--- src/rtl/nst_pkg.sv ---
package nst_pkg;

  localparam int STROBE_W = 3;
  localparam int TURN_W   = 4;
  localparam int ARRAY_W  = 16;
  localparam int N_STROBE = 6;

  // strobe field indices inside timing word 0
  localparam int IX_RP = 0;
  localparam int IX_RH = 1;
  localparam int IX_WP = 2;
  localparam int IX_WH = 3;
  localparam int IX_CS = 4;
  localparam int IX_CH = 5;

  localparam int ARR_LSB = 16;
  localparam int WHR_LSB = 4;
  localparam int AR_LSB  = 0;

  typedef enum logic [1:0] {
    K_CMD   = 2'd0,
    K_ADDR  = 2'd1,
    K_WDATA = 2'd2,
    K_RDATA = 2'd3
  } bus_kind_e;

  typedef enum logic [3:0] {
    PH_OFF, PH_ON, PH_SETUP, PH_GAP, PH_ARRAY, PH_LOW, PH_HIGH, PH_DONE, PH_HOLD
  } phase_e;

  function automatic int strobe_lsb(input int idx);
    case (idx)
      IX_RP:   return 0;
      IX_RH:   return 3;
      IX_WP:   return 8;
      IX_WH:   return 11;
      IX_CS:   return 16;
      default: return 19;
    endcase
  endfunction

  function automatic logic [STROBE_W-1:0] min1_s(input logic [STROBE_W-1:0] v);
    return (v == '0) ? STROBE_W'(1) : v;
  endfunction

  function automatic logic [TURN_W-1:0] min1_t(input logic [TURN_W-1:0] v);
    return (v == '0) ? TURN_W'(1) : v;
  endfunction

  function automatic logic [ARRAY_W-1:0] min1_a(input logic [ARRAY_W-1:0] v);
    return (v == '0) ? ARRAY_W'(1) : v;
  endfunction

  // pre-strobe wait for a read with no array wait pending
  function automatic logic [TURN_W-1:0] turn_gap(input logic after_wr, input logic after_addr,
                                                 input logic [TURN_W-1:0] whr,
                                                 input logic [TURN_W-1:0] ar);
    logic [TURN_W-1:0] a, w;
    a = after_addr ? ar  : '0;
    w = after_wr   ? whr : '0;
    return (a > w) ? a : w;
  endfunction

endpackage

--- src/rtl/nst_field_unpack.sv ---
module nst_field_unpack
  import nst_pkg::*;
(
  input  logic [31:0]                        tim0_i,
  input  logic [31:0]                        tim1_i,
  output logic [N_STROBE-1:0][STROBE_W-1:0]  strobe_o,
  output logic [ARRAY_W-1:0]                 arr_o,
  output logic [TURN_W-1:0]                  whr_o,
  output logic [TURN_W-1:0]                  ar_o
);

  for (genvar i = 0; i < N_STROBE; i++) begin : g_strobe
    localparam int LSB = strobe_lsb(i);
    assign strobe_o[i] = min1_s(tim0_i[LSB +: STROBE_W]);
  end

  assign arr_o = min1_a(tim1_i[ARR_LSB +: ARRAY_W]);
  assign whr_o = min1_t(tim1_i[WHR_LSB +: TURN_W]);
  assign ar_o  = min1_t(tim1_i[AR_LSB +: TURN_W]);

  logic unused_fields;
  assign unused_fields = ^{tim0_i[31:22], tim0_i[15:14], tim0_i[7:6], tim1_i[15:8]};

endmodule

--- src/rtl/nst_wait_select.sv ---
module nst_wait_select
  import nst_pkg::*;
(
  input  logic [1:0]        kind_i,
  input  logic              armed_i,
  input  logic              prev_wr_i,
  input  logic              prev_addr_i,
  input  logic [TURN_W-1:0] whr_i,
  input  logic [TURN_W-1:0] ar_i,
  output logic              use_array_o,
  output logic [TURN_W-1:0] gap_o
);

  logic is_read;
  assign is_read     = (kind_i == K_RDATA);
  assign use_array_o = is_read && armed_i;
  assign gap_o       = (is_read && !armed_i) ? turn_gap(prev_wr_i, prev_addr_i, whr_i, ar_i) : '0;

endmodule

--- src/rtl/nst_phase_counter.sv ---
module nst_phase_counter #(
  parameter int CNT_W = 16
) (
  input  logic             clk,
  input  logic             rst_n,
  input  logic             load_i,
  input  logic [CNT_W-1:0] load_val_i,
  output logic             zero_o
);

  logic [CNT_W-1:0] cnt_q;

  always_ff @(posedge clk or negedge rst_n) begin
    if (!rst_n)            cnt_q <= '0;
    else if (load_i)       cnt_q <= load_val_i;
    else if (cnt_q != '0)  cnt_q <= cnt_q - 1'b1;
  end

  assign zero_o = (cnt_q == '0);

endmodule

--- src/rtl/nand_strobe_timer.sv ---
module nand_strobe_timer
  import nst_pkg::*;
#(
  parameter int CNT_W = nst_pkg::ARRAY_W
) (
  input  logic        clk,
  input  logic        rst_n,
  input  logic [31:0] tim0_i,
  input  logic [31:0] tim1_i,
  input  logic        req_valid_i,
  input  logic [1:0]  req_kind_i,
  input  logic        req_arm_i,
  input  logic        req_last_i,
  output logic        req_ready_o,
  input  logic        rb_ready_i,
  output logic        done_o,
  output logic        ce_n_o,
  output logic        we_n_o,
  output logic        re_n_o,
  output logic        cle_o,
  output logic        ale_o
);

  logic [N_STROBE-1:0][STROBE_W-1:0] strobe;
  logic [ARRAY_W-1:0] t_arr;
  logic [TURN_W-1:0]  t_whr, t_ar;

  nst_field_unpack u_unpack (
    .tim0_i(tim0_i), .tim1_i(tim1_i),
    .strobe_o(strobe), .arr_o(t_arr), .whr_o(t_whr), .ar_o(t_ar)
  );

  phase_e     phase_q, phase_d;
  logic [1:0] kind_q;
  logic       arm_q, last_q, armed_q, prev_wr_q, prev_addr_q;

  logic idle, accept_evt;
  assign idle       = (phase_q == PH_OFF) || (phase_q == PH_ON);
  assign accept_evt = idle && req_valid_i;

  logic [1:0] k_sel;
  assign k_sel = idle ? req_kind_i : kind_q;

  logic              use_array;
  logic [TURN_W-1:0] gap;

  nst_wait_select u_wait (
    .kind_i(k_sel), .armed_i(armed_q), .prev_wr_i(prev_wr_q), .prev_addr_i(prev_addr_q),
    .whr_i(t_whr), .ar_i(t_ar), .use_array_o(use_array), .gap_o(gap)
  );

  logic [CNT_W-1:0] low_m1, high_m1, cs_m1, ch_m1, arr_m1, gap_m1;
  assign low_m1  = CNT_W'((k_sel  == K_RDATA) ? strobe[IX_RP] : strobe[IX_WP]) - 1'b1;
  assign high_m1 = CNT_W'((kind_q == K_RDATA) ? strobe[IX_RH] : strobe[IX_WH]) - 1'b1;
  assign cs_m1   = CNT_W'(strobe[IX_CS]) - 1'b1;
  assign ch_m1   = CNT_W'(strobe[IX_CH]) - 1'b1;
  assign arr_m1  = CNT_W'(t_arr) - 1'b1;
  assign gap_m1  = CNT_W'(gap) - 1'b1;

  // phase entered once chip enable is set up
  phase_e           ew_phase;
  logic [CNT_W-1:0] ew_val;
  always_comb begin
    if (use_array) begin
      ew_phase = PH_ARRAY; ew_val = arr_m1;
    end else if (gap != '0) begin
      ew_phase = PH_GAP;   ew_val = gap_m1;
    end else begin
      ew_phase = PH_LOW;   ew_val = low_m1;
    end
  end

  logic             cnt_zero, load;
  logic [CNT_W-1:0] load_val;

  always_comb begin
    phase_d  = phase_q;
    load     = 1'b0;
    load_val = '0;
    unique case (phase_q)
      PH_OFF:   if (req_valid_i) begin phase_d = PH_SETUP; load = 1'b1; load_val = cs_m1; end
      PH_ON:    if (req_valid_i) begin phase_d = ew_phase; load = 1'b1; load_val = ew_val; end
      PH_SETUP: if (cnt_zero)    begin phase_d = ew_phase; load = 1'b1; load_val = ew_val; end
      PH_GAP:   if (cnt_zero)    begin phase_d = PH_LOW;   load = 1'b1; load_val = low_m1; end
      PH_ARRAY: if (cnt_zero || rb_ready_i) begin
                  phase_d = PH_LOW; load = 1'b1; load_val = low_m1;
                end
      PH_LOW:   if (cnt_zero)    begin phase_d = PH_HIGH;  load = 1'b1; load_val = high_m1; end
      PH_HIGH:  if (cnt_zero)    phase_d = PH_DONE;
      PH_DONE:  if (last_q)      begin phase_d = PH_HOLD;  load = 1'b1; load_val = ch_m1; end
                else             phase_d = PH_ON;
      PH_HOLD:  if (cnt_zero)    phase_d = PH_OFF;
      default:  phase_d = PH_OFF;
    endcase
  end

  nst_phase_counter #(.CNT_W(CNT_W)) u_cnt (
    .clk(clk), .rst_n(rst_n), .load_i(load), .load_val_i(load_val), .zero_o(cnt_zero)
  );

  logic array_enter;
  assign array_enter = (phase_d == PH_ARRAY) && (phase_q != PH_ARRAY);

  always_ff @(posedge clk or negedge rst_n) begin
    if (!rst_n) begin
      phase_q     <= PH_OFF;
      kind_q      <= K_CMD;
      arm_q       <= 1'b0;
      last_q      <= 1'b0;
      armed_q     <= 1'b0;
      prev_wr_q   <= 1'b0;
      prev_addr_q <= 1'b0;
    end else begin
      phase_q <= phase_d;
      if (accept_evt) begin
        kind_q <= req_kind_i;
        arm_q  <= req_arm_i;
        last_q <= req_last_i;
      end
      if (array_enter) armed_q <= 1'b0;
      if (phase_q == PH_DONE) begin
        prev_wr_q   <= (kind_q != K_RDATA);
        prev_addr_q <= (kind_q == K_ADDR);
        if (kind_q == K_ADDR && arm_q) armed_q <= 1'b1;
      end
    end
  end

  logic strobe_phase, strobe_low;
  assign strobe_phase = (phase_q == PH_LOW) || (phase_q == PH_HIGH);

  assign req_ready_o = idle;
  assign done_o      = (phase_q == PH_DONE);
  assign ce_n_o      = (phase_q == PH_OFF);
  assign we_n_o      = !((phase_q == PH_LOW) && (kind_q != K_RDATA));
  assign re_n_o      = !((phase_q == PH_LOW) && (kind_q == K_RDATA));
  assign cle_o       = strobe_phase && (kind_q == K_CMD);
  assign ale_o       = strobe_phase && (kind_q == K_ADDR);
  assign strobe_low  = !we_n_o || !re_n_o;


  strobe_excl_chk: assert property (@(posedge clk) disable iff (!rst_n)
    !(!we_n_o && !re_n_o));


  ce_guard_chk: assert property (@(posedge clk) disable iff (!rst_n)
    strobe_low |-> !ce_n_o);


  done_single_chk: assert property (@(posedge clk) disable iff (!rst_n)
    done_o |=> !done_o);


  accept_ce_chk: assert property (@(posedge clk) disable iff (!rst_n)
    (req_valid_i && req_ready_o) |=> (!ce_n_o && !req_ready_o));


  ce_release_chk: assert property (@(posedge clk) disable iff (!rst_n)
    $rose(ce_n_o) |-> $past(!done_o && we_n_o && re_n_o));

endmodule

--- config.mk ---
export PLATFORM = sky130hd
export DESIGN_NAME = nand_strobe_timer
export DESIGN_NICKNAME = d
export VERILOG_FILES = /design/src/rtl/nst_pkg.sv /design/src/rtl/nst_field_unpack.sv /design/src/rtl/nst_wait_select.sv /design/src/rtl/nst_phase_counter.sv /design/src/rtl/nand_strobe_timer.sv
export SDC_FILE = /design/constraint.sdc
export NUM_CORES = 1
export LEC_CHECK = 0
export BUFFER_PORTS_ARGS = -buffer_cell sky130_fd_sc_hd__buf_4
export CORE_UTILIZATION = 50
export DETAILED_ROUTE_END_ITERATION = 6
export GPL_ROUTABILITY_DRIVEN = 0
export PLACE_DENSITY = 0.74
export SETUP_SLACK_MARGIN = 0.3
export SLEW_MARGIN = 0
export SYNTH_ARGS = -nofsm -noshare
export SYNTH_HDL_FRONTEND = slang
export SYNTH_HIERARCHICAL = 1
export SYNTH_SLANG_ARGS = --single-unit
--- constraint.sdc ---
create_clock -name clk -period 5.16 [get_ports clk]
set_clock_uncertainty 0.1 [all_clocks]
set_input_delay 0.258 -clock clk [delete_from_list [all_inputs] [get_ports clk]]
set_output_delay 0.258 -clock clk [all_outputs]
set_load 0.005 [all_outputs]
==> flow_summary.yaml, run 1 <==
floorplan:
  num_rows: 28
  dieWidth_um: 81.5
  dieHeight_um: 81.5
  start_util: 0.525
  io_pins: 79
  die-area_um2: 6640
  core_um2: 6030
routing:
  final_antenna_net_count: 0
  drt_first_pass_iters: 4
  routed_wl_mm: 7.67
  vias: 2965
  drcViolationCount: 0
  via_per_inst: 5.89
  wl_per_cell_um: 15.3
  first_iter_violations: 124
power:
  power.density_nw_per_um2: 468
  p_switching_mw: 0.808
  p_total_mw: 1.66
  clock_power_share: 0.082
  p_int_mw: 0.848
  swShare: 0.488
  leakage_nw: 1.52
  ir_drop_mv: 0.252
  p_comb_frac: 0.637
  seqPwrFrac: 0.282
place:
  port-buffer-count: 56
  hpwl_mm: 6.07
  dp.cells: 498
  placed_area_um2: 3480
  dp_slack_ns: 0.970
worst_setup_path:
  worstPathArrival_ns: 4.38
  startpoint_type: "flop"
  cp-end-kind: "flop"
  ff2ff_path_depth: 11
  worstPathMaxFanout: 13
  critPathKind: "reg2reg"
  critical_path_required_ns: 5.26
sta:
  max_slew_margin: 0.443
  rsz0062_at_grt: "false"
  maxSlewViolCount: 0
  max_freq_ghz: 0.234
  layout_setup_ws_ns: 0.887
  fin_setup_tns_ns: 0
  tightest_slew_ns: 0.833
  period_needed_ns: 4.27
  hold_violations: 0
  holdWs_ns: 0.0911
  setup_viol: 0
  fin_crit_sh: 0.828
logic_synthesis:
  netlist_area_um2: 3160
  yosys.area.top_type_share: 0.214
  synthFlopType: "dfrtp_1"
  postSynthAreaPerCell_um2: 7.60
  synth_nets: 499
  yosysUniqueCellTypes: 71
  synth-seq-area-share: 0.214
  yosysWarnings: 6
  ys_ff_latch: 27
  synthCells: 416
  async_flop_share: 1.00
  synth-edff-count: 0
  synth_area_leader_cell: "dfrtp_1"
  synthTopCellsByArea: "dfrtp_1, xnor2_1, clkbuf_1"
outcome:
  outcome: "completed"
finish:
  postLayoutCoreUtil: 0.587
  fillers: 546
  layout_common_cells: "buf_4, nand2_1, nor2_1"
  drive_above_1_share: 0.222
  n_antenna_cell: 0
  area_delta_synth_final_pct: 12.0
  multi_input_area_um2: 2220
  final_cells: 503
  regArea_um2: 676
  postLayoutCellArea_um2: 3540
  nNetsFinal: 512
  mostFrequentLayoutCell: "buf_4"
global_routing:
  antenna_found_initial: 0
  grt-ovfl-total: 0
  grt_pass1_vias: 2853
  grt_first_pass_wirelength_mm: 12.9
  grt_usage: 0.249
  grt_max_degree: 28
cts:
  cts.sink_count: 27
  cts_tree: "yes"
  cts_setup_buffers: 0
  clk_pin_slew_ns: 0.11
  cts_buffer_depth: 2
  root_buffer: "clkbuf_8"
  numCtsBuffers: 3
  worstSkewPairLatency_ns: 0.29
  htree_levels: 1
worst_hold_path:
  hold_depth: 2
  min_path_type: "in2reg"
flow_run:
  maxCapViolations: 0
==> critical path, cell delays in order (launching register included) <==
cell and delay, ns:
dfrtp_1 0.41, inv_1 0.10, ha_1 0.20, or4b_4 0.53, or4_4 0.45, nor4b_4 0.77, nand3b_1 0.18, a21oi_1 0.48
nand2_1 0.35, o21ai_0 0.28, nor2_1 0.06, a211oi_1 0.25
==> layout make-up <==
| type | instances | share of cell area |
|---|---|---|
| Tap cell | 75 | 0.0265 |
| Clock inverter | 1 | 0.00141 |
| Timing Repair Buffer | 58 | 0.124 |
| Inverter | 16 | 0.0170 |
| Clock buffer | 3 | 0.0117 |
| Sequential cell | 27 | 0.191 |
| Multi-Input combinational cell | 323 | 0.629 |
==> logic make-up (layout without fill, tap and decap cells) <==
family	Yosys count	in the layout	share of synthesized area
XOR/XNOR	28	28	0.0776
flip-flops	27	27	0.214
AO/OA/AOI/OAI	88	88	0.200
AND/OR/NAND/NOR	171	171	0.299
buffers and inverters	66	78	0.0823
multiplexers	25	25	0.0839
adder cells (fa/ha/maj)	11	11	0.0435
==> metal layers <==
| metal | vias up | part of all wire | global-route usage |
|---|---|---|---|
| li1 | 1495 | - | - |
| met1 | 1390 | 0.44 | 0.302 |
| met2 | 67 | 0.51 | 0.455 |
| met3 | 13 | 0.029 | 0.0211 |
| met4 | 0 | 0.019 | 0.0893 |
| met5 | - | 0 | 0 |
==> worst paths after layout <==
path	startpoint	end	slack, ns
max	u_cnt/cnt_q[0]$_DFFE_PN0P_	u_cnt/cnt_q[13]$_DFFE_PN0P_	0.89
min in group asynchronous	rst_n	u_cnt/cnt_q[8]$_DFFE_PN0P_	0.32
min reg2reg	arm_q$_DFFE_PN0P_	arm_q$_DFFE_PN0P_	0.44
min	req_arm_i	arm_q$_DFFE_PN0P_	0.09
max in group asynchronous	rst_n	last_q$_DFFE_PN0P_	4.37
max reg2reg	u_cnt/cnt_q[0]$_DFFE_PN0P_	u_cnt/cnt_q[13]$_DFFE_PN0P_	0.89
==> power by group through the flow <==
stage | combinational, mW | sequential [mW] | clock (mW)
after CTS | 1.05 | 0.464 | 0.137
after global placement | 1.01 | 0.462 | 0
after floorplan | 0.892 | 0.379 | 0
after detailed placement | 1.04 | 0.469 | 0
final | 1.05 | 0.466 | 0.135
after global routing | 1.16 | 0.491 | 0.143
==> Yosys cell counts (3+ instances only) <==
cell      count
clkbuf_1     47
nand2_1      42
nor2_1       34
dfrtp_1      27
xnor2_1      21
o21ai_0      19
inv_1        16
mux2i_1      16
nand3_1      14
a21oi_1      12
nor3_1       12
ha_1         11
nor4_1       11
mux2_2        8
and2_1        7
o21bai_1      7
xor2_1        7
nand2b_1      6
nor2b_1       6
or2_2         6
a31oi_1       5
nand4_1       5
a21o_1        4
nand3b_1      4
o21ai_1       4
o31ai_1       4
o211ai_1      3
o22ai_1       3
or4_1         3
==> flip-flops by register name, summed over array words and instances (netlist names) <==
register and flops:
arm_q 1, kind_q 2, prev_addr_q 1, phase_q 4
last_q 1, armed_q 1, prev_wr_q 1, u_cnt/cnt_q 16
==> timing repair <==
action                                 in CTS  in global routing
hold buffers                                1                  0
endpoints found under the hold margin      27                  0
gates resized for setup                     0                  0
No activity file was read; power rests on OpenSTA's default activity.
==> run 2, diff against run 1 <==
--- a/config.mk
+++ b/config.mk
@@ -6,10 +6,10 @@
 export NUM_CORES = 1
 export LEC_CHECK = 0
 export BUFFER_PORTS_ARGS = -buffer_cell sky130_fd_sc_hd__buf_4
-export CORE_UTILIZATION = 50
+export CORE_UTILIZATION = 49
 export DETAILED_ROUTE_END_ITERATION = 6
 export GPL_ROUTABILITY_DRIVEN = 0
-export PLACE_DENSITY = 0.74
+export PLACE_DENSITY = 0.75
 export SETUP_SLACK_MARGIN = 0.3
 export SLEW_MARGIN = 0
 export SYNTH_ARGS = -nofsm -noshare
==> constraint.sdc (replaced) <==
create_clock -name clk -period 3.7 [get_ports clk]
set_clock_uncertainty 0.1 [all_clocks]
set_input_delay 0.185 -clock clk [delete_from_list [all_inputs] [get_ports clk]]
set_output_delay 0.185 -clock clk [all_outputs]
set_load 0.005 [all_outputs]
==> run 2 against run 1 <==
Critical path depth unchanged. Die area rose by 2.0%. Via count increased by 6.6%. Cell count rose by 5.6%. Clock-buffer cell count is the same. Final area is 9.7% higher. Clock power up 39%. Core utilization up 5.3 points.
==> flow_summary.yaml, run 2 (synthesized netlist as in run 1, its figures left out) <==
floorplan:
  die-area_um2: 6770
  dieHeight_um: 82.3
  num_rows: 28
  start_util: 0.521
  dieWidth_um: 82.3
  io_pins: 79
  core_um2: 6060
sta:
  fin_crit_sh: 0.914
  period_needed_ns: 3.38
  setup_viol: 0
  rsz0062_at_grt: "true"
  tightest_slew_ns: 0.610
  hold_violations: 0
  fin_setup_tns_ns: 0
  max_freq_ghz: 0.296
  maxSlewViolCount: 0
  max_slew_margin: 0.590
place:
  placed_area_um2: 3560
  hpwl_mm: 6.23
  port-buffer-count: 56
finish:
  top_regs: "u_cnt/cnt_q (16), phase_q (4), kind_q (2)"
  postLayoutCellArea_um2: 3880
  largest_reg_flops: 16
  n_antenna_cell: 0
  nNetsFinal: 540
  mostFrequentLayoutCell: "buf_4"
  layout_common_cells: "buf_4, nand2_1, nor2_1"
  drive_above_1_share: 0.307
  fillers: 539
  top_register: "u_cnt/cnt_q"
  area_delta_synth_final_pct: 22.8
global_routing:
  grt_pass1_vias: 2996
  grt-ovfl-total: 0
  grt_usage: 0.267
  grt_max_degree: 28
  grt_first_pass_wirelength_mm: 13.8
  antenna_found_initial: 0
routing:
  highest_layer: "met4"
  wl_per_cell_um: 16.1
  final_antenna_net_count: 0
  vias: 3162
  wl_met3_um: 330
  met2_length_mm: 4.37
  via_per_inst: 5.95
  first_iter_violations: 171
  routed_wl_mm: 8.55
  drt_first_pass_iters: 5
  drcViolationCount: 0
  routedLengthMet1_mm: 3.67
worst_setup_path:
  crit_chain: "inv_2 > ha_4 > or4b_4 > or4_4 > nor4b_4 > buf_4 > nor2b_1 > nand2_1 > nand4_1 > clkinvlp_4 > mux2_2"
  r2r_start: "u_cnt/cnt_q[0]$_DFFE_PN0P_"
  crit_path_start: "u_cnt/cnt_q[0]$_DFFE_PN0P_"
  critical_path_required_ns: 3.78
  critPathMaxStageDelay_ns: 0.46
  worstPathArrival_ns: 3.46
  critPathKind: "reg2reg"
  slowest_stage: "or4b_4"
  worstPathMaxFanout: 12
  cp-end-kind: "flop"
  startpoint_type: "flop"
cts:
  numCtsBuffers: 3
  root_buffer: "clkbuf_8"
  clk_pin_slew_ns: 0.10
  cts_buffer_depth: 2
  cts.sink_count: 27
  htree_levels: 1
  worstSkewPairLatency_ns: 0.29
  cts_tree: "yes"
power:
  ir_drop_mv: 0.329
  p_total_mw: 2.64
  leakage_nw: 1.67
  power.density_nw_per_um2: 679
flow_run:
  maxCapViolations: 0
worst_hold_path:
  min_path_type: "in2reg"
  min-delay-start: "req_arm_i"
outcome:
  outcome: "completed"
run 2: changes by cell type in the layout (fill, tap and decap cells not counted), moves of 3 or more:
cell | before | now
a211oi_4 | 0 | 3
o21ai_1 | 4 | 11
o21ai_0 | 19 | 11
inv_1 | 16 | 13
ha_4 | 0 | 3
buf_4 | 57 | 83
ha_1 | 11 | 6
run 2: critical path: cells and delay by family, from the launching register on:
| kind | cells | cell delay (ns) |
|---|---|---|
| adders and majority gates | 1 | 0.12 |
| buffers and inverters | 3 | 0.62 |
| DFF | 1 | 0.41 |
| muxes | 1 | 0.33 |
| and+or+nand+nor | 6 | 1.70 |
run 2: stage by stage:
stage	util	worst slack, ns	hold slack, ns	instances
6_report	0.640	0.319	0.0227	531
5_1_grt	0.640	0.184	0.0146	531
4_1_cts	0.617	0.305	0.0249	521
3_5_place_dp	0.588	0.0587	0.0383	509
3_3_place_gp	0.588	0.120	0.0358	509
2_1_floorplan	-	0.333	-0.211	416
run 2: timing repair:
action | in CTS | in global routing
buffers inserted | 6 | 10
pin swaps | 8 | 7
cloned | 1 | 0
setup endpoints to repair | 15 | 14
gates resized for setup | 15 | 20
hold endpoints to repair | 27 | 0
hold buffers | 1 | 0
run 2: worst paths after layout:
| path | end | slack (ns) | cells after the start |
|---|---|---|---|
| max in group asynchronous | prev_wr_q$_DFFE_PN0N_ | 2.96 | 2 |
| setup / recovery | u_cnt/cnt_q[1]$_DFFE_PN0P_ | 0.32 | 11 |
| min in group asynchronous | u_cnt/cnt_q[4]$_DFFE_PN0P_ | 0.25 | 2 |
| setup reg to reg | u_cnt/cnt_q[1]$_DFFE_PN0P_ | 0.32 | 11 |
| hold reg to reg | arm_q$_DFFE_PN0P_ | 0.44 | 1 |
| hold / removal | arm_q$_DFFE_PN0P_ | 0.02 | 2 |
run 2: routing by layer:
metal / vias to the layer above / track usage
li1: 1545 / -
met1: 1497 / 0.318
met2: 98 / 0.491
met3: 22 / 0.0231
met4: 0 / 0.104
met5: - / 0
run 2: final cells by class:
cell class,count,area [µm²],share of cell area
Multi-Input combinational cell,324,2350,0.606
Sequential cell,27,677,0.174
Timing Repair Buffer,85,644,0.166
Tap cell,75,93.8,0.0242
Inverter,16,63.8,0.0164
Clock buffer,3,41.3,0.0106
Clock inverter,1,7.51,0.00193
run 2: where the power goes:
group          switching [mW]  internal [mW]  total (mW)
clock network           0.111         0.0769       0.188
logic                   0.959          0.872        1.83
registers               0.190          0.427       0.617
total                    1.26           1.38        2.64
==> run 3, diff against run 2 <==
--- a/config.mk
+++ b/config.mk
@@ -5,7 +5,8 @@
 export SDC_FILE = /design/constraint.sdc
 export NUM_CORES = 1
 export LEC_CHECK = 0
-export BUFFER_PORTS_ARGS = -buffer_cell sky130_fd_sc_hd__buf_4
+export BUFFER_PORTS_ARGS = -buffer_cell sky130_fd_sc_hd__buf_2
+export CORE_MARGIN = 2
 export CORE_UTILIZATION = 49
 export DETAILED_ROUTE_END_ITERATION = 6
 export GPL_ROUTABILITY_DRIVEN = 0
==> run 3 against run 2 <==
Power down 5.2%. Final area down 5.9%. Non-clock buffer count down 7. Via count down 2.7%. Cell count down 0.94%. Core utilization down 5.9 points. Sequential share of layout area up 1.1 points. Fmax up 0.71%. Global-route usage down 4.6 points. Die area up 4.9%.
==> flow_summary.yaml, run 3 (synthesized netlist as in run 1, its figures left out) <==
worst_setup_path:
  worstPathMaxFanout: 6
  critPathKind: "reg2reg"
  reg2reg_to: "u_cnt/cnt_q[14]$_DFFE_PN0P_"
  reg2reg_slack_ns: 0.34
  startpoint_type: "flop"
  ff2ff_path_depth: 12
  worstPathArrival_ns: 3.47
  r2r_start: "u_cnt/cnt_q[0]$_DFFE_PN0P_"
  critical_path_required_ns: 3.81
  cp-end-kind: "flop"
cts:
  cts.sink_count: 27
  clk_pin_slew_ns: 0.10
  numCtsBuffers: 3
  worstSkewPairLatency_ns: 0.28
  cts_tree: "yes"
  cts_buffer_depth: 2
  root_buffer: "clkbuf_8"
  htree_levels: 1
finish:
  final_cells: 526
  regArea_um2: 676
  layout_common_cells: "buf_2, nand2_1, nor2_1"
  fillers: 580
  top_register: "u_cnt/cnt_q"
  postLayoutCellArea_um2: 3650
  nNetsFinal: 533
  area_delta_synth_final_pct: 15.5
  multi_input_area_um2: 2320
  drive_above_1_share: 0.278
  largest_reg_flops: 16
  postLayoutCoreUtil: 0.582
  mostFrequentLayoutCell: "buf_2"
  top_regs: "u_cnt/cnt_q (16), phase_q (4), kind_q (2)"
  n_antenna_cell: 0
sta:
  max_slew_margin: 0.569
  holdWs_ns: 0.0382
  rsz0062_at_grt: "true"
  tightest_slew_ns: 0.641
  fin_crit_sh: 0.907
  fin_setup_tns_ns: 0
  hold_violations: 0
  max_freq_ghz: 0.298
  period_needed_ns: 3.36
  maxSlewViolCount: 0
  setup_viol: 0
outcome:
  outcome: "completed"
routing:
  final_antenna_net_count: 0
  via_per_inst: 5.85
  drcViolationCount: 0
  vias: 3078
  routed_wl_mm: 8.06
  drt_first_pass_iters: 4
  first_iter_violations: 140
  wl_per_cell_um: 15.3
floorplan:
  io_pins: 79
  die-area_um2: 7110
  num_rows: 29
  core_um2: 6280
  dieHeight_um: 84.3
  dieWidth_um: 84.3
  start_util: 0.503
place:
  dp.cells: 510
  port-buffer-count: 56
  hpwl_mm: 6.04
  placed_area_um2: 3420
worst_hold_path:
  hold_depth: 2
  min_path_type: "in2reg"
  min-delay-start: "req_arm_i"
  min_to: "arm_q$_DFFE_PN0P_"
global_routing:
  grt_max_degree: 28
  grt_first_pass_wirelength_mm: 13.1
  antenna_found_initial: 0
  grt_pass1_vias: 2844
  grt_usage: 0.221
  grt-ovfl-total: 0
power:
  leakage_nw: 1.59
  power.density_nw_per_um2: 685
  ir_drop_mv: 0.335
flow_run:
  maxCapViolations: 0
run 3: cell count changes in the layout (fill, tap and decap cells not counted), moves of 2 or more:
cell	delta
and2_4	-2
buf_2	+56
ha_1	+3
o21ai_1	-3
ha_4	-2
and2_1	+2
o21ai_0	+4
buf_4	-62
run 3: worst max-delay path by stage:
stage / slack (ns) / depth (start not counted) / endpoint / startpoint
final: 0.34 / 12 / u_cnt/cnt_q[14]$_DFFE_PN0P_ / u_cnt/cnt_q[0]$_DFFE_PN0P_
after global routing: 0.21 / 15 / u_cnt/cnt_q[11]$_DFFE_PN0P_ / prev_addr_q$_DFFE_PN0N_
after CTS: 0.31 / 12 / u_cnt/cnt_q[13]$_DFFE_PN0P_ / u_cnt/cnt_q[0]$_DFFE_PN0P_
after detailed placement: 0.1 / 17 / u_cnt/cnt_q[14]$_DFFE_PN0P_ / tim1_i[5]
after global placement: 0.13 / 17 / u_cnt/cnt_q[14]$_DFFE_PN0P_ / tim1_i[5]
after floorplan: 0.33 / 14 / u_cnt/cnt_q[11]$_DFFE_PN0P_ / u_cnt/cnt_q[0]$_DFFE_PN0P_
run 3: final cells by class:
class / count / area share
clock buffer: 3 / 0.0113
inverter: 16 / 0.0164
sequential: 27 / 0.185
tap: 77 / 0.0264
clock inverter: 1 / 0.00206
multi-input combinational: 324 / 0.636
timing repair buffer: 78 / 0.123
run 3: critical path: stages (launching register included):
cell      delay (ns)
dfrtp_1         0.41
inv_2           0.10
ha_4            0.13
or4b_4          0.46
or4_4           0.44
nor4b_4         0.29
nand3b_1        0.16
a2111o_1        0.42
a211oi_4        0.34
a211oi_4        0.09
o21ai_1         0.12
nor2_1          0.08
a31oi_1         0.15
run 3: repair_timing:
| action | CTS | global route |
|---|---|---|
| hold buffers | 1 | 0 |
| setup endpoints to repair | 13 | 16 |
| buffers inserted | 3 | 7 |
| gates cloned | 1 | 0 |
| pin swaps | 7 | 5 |
| resized for setup | 10 | 11 |
| hold endpoints to repair | 27 | 0 |
run 3: where the power goes:
| part | switching (mW) | leakage (nW) | internal [mW] |
|---|---|---|---|
| Clock | 0.102 | 0.0217 | 0.0766 |
| Combinational | 0.917 | 1.23 | 0.792 |
| Sequential | 0.187 | 0.339 | 0.426 |
run 3: metal layers:
metal  vias up  track usage  routed length [µm]
met5         -            0                   0
met4         0       0.0733                 225
met3        19       0.0206                 252
met2        79        0.395                4050
met1      1440        0.277                3530
li1       1540            -                   -
run 3: per-stage QoR:
step	total power, mW	setup WS (ns)
2_1_floorplan	1.77	0.333
3_3_place_gp	2.09	0.130
3_5_place_dp	2.12	0.0963
4_1_cts	2.38	0.307
5_1_grt	2.70	0.211
6_report	2.50	0.342
